[config.mk]
export PLATFORM = sky130hd
export DESIGN_NAME = wstream_alloc_ctl
export DESIGN_NICKNAME = d
export VERILOG_FILES = /design/src/rtl/wstream_alloc_ctl.sv
export SDC_FILE = /design/constraint.sdc
export NUM_CORES = 1
export LEC_CHECK = 0
export ABC_CLOCK_PERIOD_IN_PS = 6850
export CORE_UTILIZATION = 69
export DETAILED_ROUTE_END_ITERATION = 6
export DONT_BUFFER_PORTS = 1
export PLACE_DENSITY = 0.85
export SYNTH_ARGS = -nofsm -noshare
export SYNTH_HDL_FRONTEND = slang
export SYNTH_SLANG_ARGS = --single-unit
[constraint.sdc]
create_clock -name clk -period 6.85 [get_ports clk]
set_input_delay 0.685 -clock clk [delete_from_list [all_inputs] [get_ports clk]]
set_output_delay 0.685 -clock clk [all_outputs]
set_load 0.1 [all_outputs]
[src/rtl/wstream_alloc_ctl.sv]
module wstream_alloc_ctl #(
  parameter int ADDR_W  = 26,
  parameter int CNT_SAT = 512
) (
  input  logic              clk,
  input  logic              rst_n,
  input  logic              miss_vld,
  input  logic [ADDR_W-1:0] miss_addr,
  input  logic              miss_full,
  input  logic [1:0]        cfg_both,
  input  logic [1:0]        cfg_l1,
  output logic              skip_l1,
  output logic              skip_l2
);
  localparam int CW = $clog2(CNT_SAT + 1);

  logic [CW-1:0]     run_q, run_d;
  logic [ADDR_W-1:0] last_q;
  logic              l1_q, l2_q;

  function automatic int lim_both(input logic [1:0] c);
    case (c)
      2'd0:    return 16;
      2'd1:    return 128;
      default: return 512;
    endcase
  endfunction

  function automatic int lim_l1(input logic [1:0] c);
    case (c)
      2'd0:    return 4;
      2'd1:    return 64;
      default: return 128;
    endcase
  endfunction

  wire adjacent = (run_q != '0) && (miss_addr == last_q + ADDR_W'(1));

  always_comb begin
    if (!miss_full)                 run_d = '0;
    else if (!adjacent)             run_d = CW'(1);
    else if (run_q == CW'(CNT_SAT)) run_d = run_q;
    else                            run_d = run_q + CW'(1);
  end

  wire hit_both = (cfg_both != 2'd3) && (int'(run_d) >= lim_both(cfg_both));
  wire hit_l1   = (cfg_l1   != 2'd3) && (int'(run_d) >= lim_l1(cfg_l1));

  always_ff @(posedge clk) begin
    if (!rst_n) begin
      run_q  <= '0;
      last_q <= '0;
      l1_q   <= 1'b0;
      l2_q   <= 1'b0;
    end else if (miss_vld) begin
      run_q  <= run_d;
      last_q <= miss_addr;
      l2_q   <= hit_both;
      l1_q   <= hit_both | hit_l1;
    end
  end

  assign skip_l1 = l1_q;
  assign skip_l2 = l2_q;

  AST_RUN_CAP: assert property (@(posedge clk) disable iff (!rst_n) int'(run_q) <= CNT_SAT);
  AST_L2_IMPLIES_L1: assert property (@(posedge clk) disable iff (!rst_n) skip_l2 |-> skip_l1);
  AST_PARTIAL_CLEAR: assert property (@(posedge clk) disable iff (!rst_n) (miss_vld && !miss_full) |=> (!skip_l1 && !skip_l2));
  AST_BOTH_OFF: assert property (@(posedge clk) disable iff (!rst_n) (miss_vld && cfg_both == 2'd3) |=> !skip_l2);
  AST_HOLD_IDLE: assert property (@(posedge clk) disable iff (!rst_n) !miss_vld |=> ($stable(skip_l1) && $stable(skip_l2)));
endmodule

==> flow_summary.json <==
{
  "status": "complete, no violations",
  "cts-resized-gates": 0,
  "cpMostUsedCell": "ha_1",
  "yosysMostFrequentCell": "dfxtp_1",
  "syn2layout_area_growth_pct": 2.75,
  "worstHoldPathCells": 1,
  "stdcell_count": 427,
  "rsz0062_at_grt": "false",
  "ant_nets": 0,
  "synth-edff-count": 0,
  "routed_wl_um": 6940,
  "core_um2": 4120,
  "fin_crit_sh_pct": 59.6,
  "leakagePower_nw": 1.18,
  "yosysUniqueCellTypes": 61,
  "drive_gt1_share_pct": 4.77,
  "slowest_stage": "nor4_1",
  "max_freq_mhz": 245,
  "wl_met1_um": 3060,
  "slew_viol_final": 0,
  "dr.pass1.iters": 5,
  "io-pin-count": 36,
  "reg2regPathDepth": 16,
  "worst_pin_slew_ns": 0.989,
  "holdBufCountCts": 0,
  "cts_buffers": 5,
  "clock_skew_ns": 0.0113,
  "finalHoldViolCount": 0,
  "nNetsFinal": 419,
  "dp_hpwl_um": 5150,
  "dp.cells": 419,
  "avgSynthCellArea_um2": 7.89,
  "start_util_pct": 74.0,
  "clk_latency_ns": 0.29,
  "relSlewSlack_pct": 33.9,
  "antenna_found_initial": 0,
  "numPortBuffers": 0,
  "grt_pass1_wl_um": 10700,
  "crit_arrival_ns": 4.26,
  "synth_top_cell_by_area": "dfxtp_1",
  "ys.flop_type": "dfxtp_1",
  "clock-sinks": 38,
  "worst_setup_path_start_kind": "flop",
  "clkTransAtPathRegs_ns": 0.08,
  "setup_viol_count_final": 0,
  "synth_commonest_cells": "38 x dfxtp_1, 35 x nand2_1, 31 x nor2_1",
  "wire_per_inst_um": 16.2,
  "yosysWarnings": 0,
  "final_area_um2": 3130,
  "finalSetupTns_ns": 0,
  "routed.top_layer": "met4",
  "drcViolationCount": 0,
  "cts_tree": "done",
  "via_per_inst": 6.68,
  "syn_area_um2": 3050,
  "wl_met2_um": 3330,
  "die_width_um": 68.4,
  "seq_area_frac_synth_pct": 25.0,
  "routed-wl-met3_um": 399,
  "cp_max_fo": 8,
  "cap_violations": 0,
  "ir_worst_vdd_v": 0.000120,
  "syn_inst": 386,
  "ctsHtreeMaxLevel": 2,
  "p_int_uw": 352,
  "power.density_nw_per_um2": 155,
  "post_cts_buffers": 0,
  "end_kind": "flop",
  "chipHeight_um": 68.4,
  "worstSetupPathType": "flop to flop",
  "synth_seq_cells": 38,
  "power_frac_clock_pct": 32.9,
  "num_rows": 23,
  "ctsRootBufferMaster": "clkbuf_8",
  "pwr-share-comb_pct": 15.3,
  "ys_async_sr_fraction_pct": 0,
  "synth.top_cell.area_share_pct": 25.0,
  "grtUsageTotal_pct": 30.2,
  "synth.area.top_cells": "dfxtp_1 25%, mux2i_1 8.5%, xnor2_1 6.3%",
  "grt_pass1_vias": 2429,
  "path_cells": "ha_1 -> nand3_1 -> nor4_1 -> nand4b_1 -> nand3b_1 -> and4_1 -> and3_2 -> and2_1 -> nand2_1 -> ha_1 -> inv_1 -> o21ai_0 -> a21o_1 -> a221oi_1 -> a21oi_1 -> or3b_1",
  "hold_path.class": "input port to flop",
  "grt-ovfl-total": 0,
  "syn_nets": 429,
  "p_sw_uw": 135,
  "fin_crit_ns": 4.08,
  "die_area_um2": 4680,
  "antenna_cells": 0,
  "drt_iter0_markers": 243,
  "grt_max_degree": 35,
  "clk_path_buf_depth": 2,
  "cp.required_ns": 7.03,
  "vias": 2853,
  "dpl_cell_area_um2": 3040,
  "slowest_delay_ns": 0.46,
  "power_frac_seq_pct": 51.8,
  "place.gp.congestion": 0.900,
  "utilization_pct": 76.0,
  "switching_share_pct": 27.7
}
[final cells by class]
type	instances	area, um^2
inverters	13	48.8
clock inverters	1	5.00
flip-flops and latches	38	761
multi-input cells	318	2170
clock buffers	7	86.3
fillers	331	986
well taps	50	62.6
[per-layer routing]
layer,up-vias,track usage [%]
li1,1399,-
met1,1330,35.4
met2,110,52.5
met3,14,7.00
met4,0,12.0
met5,-,0
[per-stage QoR]
step           power [mW]  hold WS, ns  worst slack [ns]
6_report            0.487        0.523              2.77
5_1_grt             0.506        0.525              2.49
4_1_cts             0.490        0.518              2.83
3_5_place_dp        0.330        0.529              2.84
3_3_place_gp        0.326        0.519              2.96
2_1_floorplan       0.320        0.505              3.13
[state kept, by name, summed over array words and instances, names as in the netlist]
| signal | count |
|---|---|
| skip_l1 | 1 |
| skip_l2 | 1 |
| last_q | 26 |
| run_q | 10 |
[final timing paths]
| path | start | endpoint | slack [ns] |
|---|---|---|---|
| max | last_q[0]$_SDFFE_PN0P_ | skip_l1$_SDFFE_PN0P_ | 2.77 |
| min reg2reg | last_q[25]$_SDFFE_PN0P_ | last_q[25]$_SDFFE_PN0P_ | 0.54 |
| min | rst_n | last_q[25]$_SDFFE_PN0P_ | 0.52 |
| max reg2reg | last_q[0]$_SDFFE_PN0P_ | skip_l1$_SDFFE_PN0P_ | 2.77 |
[critical path: cells and delay by family, from the launching register on]
kind | cells | cell delay [ns]
buf+inv | 1 | 0.07
compound gates | 4 | 0.62
fa+ha+maj | 2 | 0.57
flops | 1 | 0.45
simple gates | 9 | 2.24
[power groups by stage]
| stage | logic [mW] | registers (mW) | clock network [mW] |
|---|---|---|---|
| finish | 0.0744 | 0.252 | 0.160 |
| global route | 0.0814 | 0.254 | 0.171 |
| CTS | 0.0740 | 0.251 | 0.164 |
| detailed placement | 0.0737 | 0.256 | 0 |
| global placement | 0.0706 | 0.256 | 0 |
| floorplan | 0.0680 | 0.252 | 0 |
[cells in the final DEF (no fill, tap or decap), drive strengths merged, types with 4 or more instances in the layout]
cell type  instances
o21ai             11
nor2b             13
a21oi             22
xor2              12
nand2             35
nand4             14
clkbuf             7
nand3             21
nor3               9
and3               7
nand3b             4
and4               8
nor3b              4
inv               12
nand2b             4
and2               5
or3                5
mux2i             26
dfxtp             38
xnor2             22
ha                 9
a31oi             10
or4                4
nor2              32
[logic make-up (layout without fill, tap and decap cells)]
kind of cell,count (synthesis),in the layout,synth area share (%)
AND/OR/NAND/NOR,176,176,32.9
flip-flops,38,38,25.0
adder cells (fa/ha/maj),9,9,3.70
buffers and inverters,30,21,3.90
AO/OA/AOI/OAI,71,71,15.0
XOR/XNOR,35,35,10.6
multiplexers,27,27,8.92
No activity file was read; power rests on OpenSTA's default activity.
